===== src/rtl/ctlreg_pkg.sv =====
package ctlreg_pkg;

  localparam int unsigned NREG = 2;
  localparam int unsigned DW   = 64;
  localparam int unsigned HW   = DW / 2;

  typedef enum logic [1:0] {TGT_NONE, TGT_CTRL, TGT_BASE, TGT_FLUSH} tgt_e;
  typedef enum logic [1:0] {PART_NONE, PART_FULL, PART_HI, PART_LO} part_e;

  typedef struct packed {
    tgt_e  tgt;
    part_e part;
  } dec_t;

  // Classify an access by offset and byte count; misaligned or odd sizes map nowhere.
  function automatic dec_t decode_access(input logic [31:0] addr, input logic [3:0] size);
    dec_t d;
    d.tgt  = TGT_NONE;
    d.part = PART_NONE;
    if (size == 4'd8 && addr[2:0] == 3'd0)      d.part = PART_FULL;
    else if (size == 4'd4 && addr[1:0] == 2'd0) d.part = addr[2] ? PART_LO : PART_HI;
    if (d.part != PART_NONE) begin
      case (addr[31:3])
        29'd0:   d.tgt = TGT_CTRL;
        29'd1:   d.tgt = TGT_BASE;
        29'd2:   d.tgt = TGT_FLUSH;
        default: d.tgt = TGT_NONE;
      endcase
    end
    if (d.tgt == TGT_NONE) d.part = PART_NONE;
    return d;
  endfunction

  // Value returned on the data bus for a read of one register.
  function automatic logic [DW-1:0] read_view(input logic [DW-1:0] val, input part_e part);
    case (part)
      PART_FULL: return val;
      PART_HI:   return {{HW{1'b0}}, val[DW-1:HW]};
      PART_LO:   return {{HW{1'b0}}, val[HW-1:0]};
      default:   return '0;
    endcase
  endfunction

endpackage


===== src/rtl/ctlreg_decode.sv =====
module ctlreg_decode
  import ctlreg_pkg::*;
#(
  parameter int unsigned ADDR_W = 8
) (
  input  logic              acc,
  input  logic              write,
  input  logic [ADDR_W-1:0] addr,
  input  logic [3:0]        size,
  input  logic [DW-1:0]     wdata,
  output dec_t              dec,
  output logic [NREG-1:0]   hi_en,
  output logic [NREG-1:0]   lo_en,
  output logic [HW-1:0]     hi_data,
  output logic [HW-1:0]     lo_data
);
  always_comb begin
    dec = decode_access(32'(addr), size);
    hi_data = (dec.part == PART_FULL) ? wdata[DW-1:HW] : wdata[HW-1:0];
    lo_data = wdata[HW-1:0];
  end

  for (genvar g = 0; g < NREG; g++) begin : g_en
    localparam tgt_e MYTGT = (g == 0) ? TGT_CTRL : TGT_BASE;
    logic hit;
    assign hit      = acc && write && (dec.tgt == MYTGT);
    assign hi_en[g] = hit && (dec.part == PART_FULL || dec.part == PART_HI);
    assign lo_en[g] = hit && (dec.part == PART_FULL || dec.part == PART_LO);
  end
endmodule


===== src/rtl/ctlreg_split_reg.sv =====
module ctlreg_split_reg
  import ctlreg_pkg::*;
(
  input  logic          clk,
  input  logic          rst_n,
  input  logic          hi_en,
  input  logic          lo_en,
  input  logic [HW-1:0] hi_data,
  input  logic [HW-1:0] lo_data,
  output logic [DW-1:0] q
);
  always_ff @(posedge clk or negedge rst_n) begin
    if (!rst_n) begin
      q <= '0;
    end else begin
      if (hi_en) q[DW-1:HW] <= hi_data;
      if (lo_en) q[HW-1:0]  <= lo_data;
    end
  end
endmodule


===== src/rtl/ctlreg_rsp.sv =====
module ctlreg_rsp
  import ctlreg_pkg::*;
(
  input  logic          clk,
  input  logic          rst_n,
  input  logic          rd_acc,
  input  dec_t          dec,
  input  logic [DW-1:0] ctrl_val,
  input  logic [DW-1:0] base_val,
  output logic          rsp_valid,
  output logic [DW-1:0] rsp_rdata
);
  logic [DW-1:0] rd_next;

  always_comb begin
    case (dec.tgt)
      TGT_CTRL: rd_next = read_view(ctrl_val, dec.part);
      TGT_BASE: rd_next = read_view(base_val, dec.part);
      default:  rd_next = '0;
    endcase
  end

  always_ff @(posedge clk or negedge rst_n) begin
    if (!rst_n) begin
      rsp_valid <= 1'b0;
      rsp_rdata <= '0;
    end else begin
      rsp_valid <= rd_acc;
      if (rd_acc) rsp_rdata <= rd_next;
    end
  end
endmodule


===== src/rtl/ctlreg_bank.sv =====
module ctlreg_bank
  import ctlreg_pkg::*;
#(
  parameter int unsigned ADDR_W = 8
) (
  input  logic              clk,
  input  logic              rst_n,
  input  logic              req_valid,
  output logic              req_ready,
  input  logic              req_write,
  input  logic [ADDR_W-1:0] req_addr,
  input  logic [3:0]        req_size,
  input  logic [63:0]       req_wdata,
  output logic              rsp_valid,
  output logic [63:0]       rsp_rdata,
  output logic [63:0]       ctrl_q,
  output logic [63:0]       base_q
);
  logic            acc;
  dec_t            dec;
  logic [NREG-1:0] wr_hi_en;
  logic [NREG-1:0] wr_lo_en;
  logic [HW-1:0]   hi_data;
  logic [HW-1:0]   lo_data;
  logic [DW-1:0]   reg_q [NREG];

  assign req_ready = 1'b1;
  assign acc       = req_valid && req_ready;

  ctlreg_decode #(.ADDR_W(ADDR_W)) u_dec (
    .acc(acc), .write(req_write), .addr(req_addr), .size(req_size), .wdata(req_wdata),
    .dec(dec), .hi_en(wr_hi_en), .lo_en(wr_lo_en), .hi_data(hi_data), .lo_data(lo_data)
  );

  for (genvar g = 0; g < NREG; g++) begin : g_reg
    ctlreg_split_reg u_reg (
      .clk(clk), .rst_n(rst_n), .hi_en(wr_hi_en[g]), .lo_en(wr_lo_en[g]),
      .hi_data(hi_data), .lo_data(lo_data), .q(reg_q[g])
    );
  end

  assign ctrl_q = reg_q[0];
  assign base_q = reg_q[1];

  ctlreg_rsp u_rsp (
    .clk(clk), .rst_n(rst_n), .rd_acc(acc && !req_write), .dec(dec),
    .ctrl_val(reg_q[0]), .base_val(reg_q[1]),
    .rsp_valid(rsp_valid), .rsp_rdata(rsp_rdata)
  );
endmodule


===== config.mk =====
export PLATFORM = sky130hd
export DESIGN_NAME = ctlreg_bank
export DESIGN_NICKNAME = d
export VERILOG_FILES = /design/src/rtl/ctlreg_pkg.sv /design/src/rtl/ctlreg_decode.sv /design/src/rtl/ctlreg_split_reg.sv /design/src/rtl/ctlreg_rsp.sv /design/src/rtl/ctlreg_bank.sv
export SDC_FILE = /design/constraint.sdc
export NUM_CORES = 1
export LEC_CHECK = 0
export BUFFER_PORTS_ARGS = -buffer_cell sky130_fd_sc_hd__buf_2
export CAP_MARGIN = 15
export CORE_UTILIZATION = 25
export DETAILED_ROUTE_END_ITERATION = 12
export HOLD_SLACK_MARGIN = 0.06
export MAX_ROUTING_LAYER = met4
export SLEW_MARGIN = 20
export SYNTH_ARGS = -nofsm -noshare
export SYNTH_HDL_FRONTEND = slang
export SYNTH_SLANG_ARGS = --single-unit

===== constraint.sdc =====
create_clock -name clk -period 2.3 [get_ports clk]
set_input_delay 0.46 -clock clk [delete_from_list [all_inputs] [get_ports clk]]
set_output_delay 0.46 -clock clk [all_outputs]
set_load 0.05 [all_outputs]

==> results.txt <==
Post-Route M1 WL: 14.0 mm
main combinational cell family by area after synthesis: compound AO/OA/AOI/OAI gates
share of post-route cells with drive strength above 1: 58.8%
WP data arrival: 3140 ps
RePlAce Congestion: 0.754
Mapped Cells: 735
Main synth FF type: dfrtp_1
Sw Pwr: 1.65 mW
post-synthesis mux area share: 12.4%
setup slack, reg-to-reg: 1120 ps
mapped cell area: 8370 um2
DR WL met2: 16.5 mm
status: finished, violations left
total CTS buffers: 17
worst-path cell chain: buf_6 -> or4_4 -> a211o_1 -> or2_4 -> ha_4 -> or3_4 -> ha_4 -> nand4_1 -> buf_6 -> clkbuf_16 -> nand2_4 -> o21ai_1
Setup WS post-layout: -508 ps
VDD IR max: 0.485 mV
area leader, netlist: dfrtp_1
GRT Total Usage: 19.4%
Post-Synth Simple-Gate Area: 7.36%
TritonCTS clock tree: yes
RSZ-0062 raised after global routing: yes
Layout area overhead: 59.4%
Detailed Place HPWL: 20.1 mm
capture point of the worst reg-to-reg path: u_rsp.rsp_rdata[3]
I/O pins: 274
Flop pwr share: 50.5%
failing checks: negative setup slack
clock network fraction of total power: 44.8%
post-synthesis compound-gate area fraction: 18.0%
Crit-path slowest cell: or4_4
# Max-Cap Violations: 0
Final Critical Period: 2810 ps
fin. max-slew vios: 0
final setup fails: 192
worst-skew pair later-pin latency: 450 ps
xor/xnor share of the synthesized area: 0.105%
pwr dens: 503 nW/um2
commonest cells in the netlist: 193 x dfrtp_1, 130 x nand2_1, 128 x o21ai_0, 60 x mux2_2, 41 x clkbuf_1
Fmax: 356 MHz
fin crit share: 122%
CTS clk-pin slew, worst paths: 80 ps
Vias: 7,379
drt initial violations: 366
top-area cell type share of the netlist area: 57.7%
Tot Pwr: 6.71 mW
drt first pass iters: 4
Min-Delay Path Class: input pin to register
largest net degree at the start of global routing: 70
CTS Buffer Depth: 2
CP peak stage delay: 530 ps
CTS HTree Levels: 4
initial antenna violation count: 2
hold_sp: req_wdata[12]
final WL: 32.8 mm
Die H: 185 um
yosys warns: 0
Sw Ratio: 24.6%
clk sinks: 193
Die Width: 185 um
CP top delay family: simple AND/OR/NAND/NOR gates
clock skew: 13.3 ps
core box area: 32,700 um2
Internal: 5.06 mW
Area contributors post-synth: dfrtp_1 58%, mux2_2 8.1%, o21ai_0 7.7%
IO buf count: 272
WHS Endpoint: g_reg[1].u_reg.q[12]
worst-case reg-to-reg path depth: 3
top-count cell post-synth: dfrtp_1
Vias/cell: 4.80
Adder-Cell Fraction of Synth Area: 1.05%
CP max FO: 6
routed wl met3: 1.74 mm
# DRC: 0
vias in the first global route: 7,420
Avg WL per Cell: 21.3 um
number of cell rows: 66
final net count: 1,167
Comb power frac: 4.6%
grt total ovfl: 0
Buf/Inv on CP: 3
library cells used by synthesis: 30
type of the worst setup path: input pin to register
clk root buf: clkbuf_16
Leak: 6.31 nW
first-pass GRT wire length: 47.0 mm
post-synthesis sequential area ratio: 57.7%
Hold Vio Cnt, Final: 0
Top Metal Used: met4
syn nets: 822
Worst Setup Start Kind: input pin
Post-synth EDFFs: 0
Starting Density: 25.6%
Area after DPL: 10,900 um2
flops & latches, synth: 193
syn_area_per_cell: 11.4 um2
Critical Path Sink Type: register
reg-to-reg critical path startpoint: g_reg[1].u_reg.q[35]
fraction of registers with async set/reset: 100%
Die ar.: 34,200 um2
hold path depth: 2
Post-DRT Antenna Nets: 0
post-route design area: 13,300 um2
Worst EP required: 2630 ps
==> stage by stage <==
step / hold WS (ps) / util [%] / TNS, ps / instances / setup WS, ps
5_1_grt: 248 / 40.8 / -88360 / 1537 / -578
4_1_cts: 238 / 39.0 / -72790 / 1524 / -513
6_report: 268 / 40.8 / -73850 / 1537 / -508
3_5_place_dp: 453 / 33.4 / -169680 / 1459 / -1100
3_3_place_gp: 451 / 33.4 / -163600 / 1459 / -1040
2_1_floorplan: 164 / - / -143500 / 735 / -982
==> worst max-delay path by stage <==
| stage | startpoint | endpoint | slack, ps | cells past startpoint |
|---|---|---|---|---|
| floorplan | req_size[0] | u_rsp.rsp_rdata[22] | -980 | 12 |
| global placement | req_size[0] | u_rsp.rsp_rdata[14] | -1040 | 10 |
| detailed placement | req_size[0] | u_rsp.rsp_rdata[14] | -1100 | 10 |
| CTS | req_size[0] | g_reg[0].u_reg.q[35] | -510 | 12 |
| global route | req_size[0] | g_reg[1].u_reg.q[38] | -580 | 12 |
| finish | req_size[0] | g_reg[1].u_reg.q[38] | -510 | 12 |
==> registers in the layout, summed over array words and instances, names as in the netlist <==
signal / cells
u_rsp.rsp_rdata: 64
g.u_reg.q: 128
u_rsp.rsp_valid: 1
==> cells by family after synthesis <==
family,after synthesis
buffers and inverters,60
muxes,96
other,1
DFF,193
adders and majority gates,7
AOI/OAI and AO/OA,227
xor gates and xnor gates,1
and+or+nand+nor,150
==> cell type report <==
type                    instances  area, um2
clock buffers                  18        439
clock inverters                14        144
diodes                          2       5.00
well taps                     442        553
flip-flops and latches        193       4830
inverters                       3       11.3
fillers                      3172      19400
multi-input cells             484       4450
repair buffers                381       2900
==> what timing repair did <==
item                       in CTS  in global routing
pin swaps                      51                 28
gates resized for setup       232                112
hold endpoints to repair       44                  0
cloned                         13                  5
buffers inserted               19                  9
hold buffers                    1                  0
setup endpoints to repair     192                192
==> per-layer routing <==
| layer | track usage [%] | vias to the layer above |
|---|---|---|
| met5 | - | - |
| met4 | 6.48 | 0 |
| met3 | 5.29 | 38 |
| met2 | 31.1 | 236 |
| met1 | 23.4 | 3747 |
| li1 | - | 3358 |
==> layout by cell type (no fill, tap or decap), drive strengths merged, types with 2 or more instances in the layout <==
cell type and count:
a2111oi 2, a22oi 32, nand2 130, a2bb2oi 32, ha 7, or2 4
mux2 64, nand3 2, buf 375, nor2 2, o21ai 128, dfrtp 193
clkbuf 23, mux2i 32, inv 9, nand3b 2, nand4 2, clkinv 5
or3 3, nand2b 3, diode 2, clkinvlp 2, a22o 32
==> power by group through the flow <==
stage	sequential [mW]	combinational (mW)	clock, mW
3_5_place_dp	3.46	0.254	0
6_report	3.39	0.311	3.01
2_1_floorplan	3.46	0.0523	0
3_3_place_gp	3.46	0.251	0
5_1_grt	3.39	0.341	3.21
4_1_cts	3.39	0.296	3.07
No activity file was read; power rests on OpenSTA's default activity.
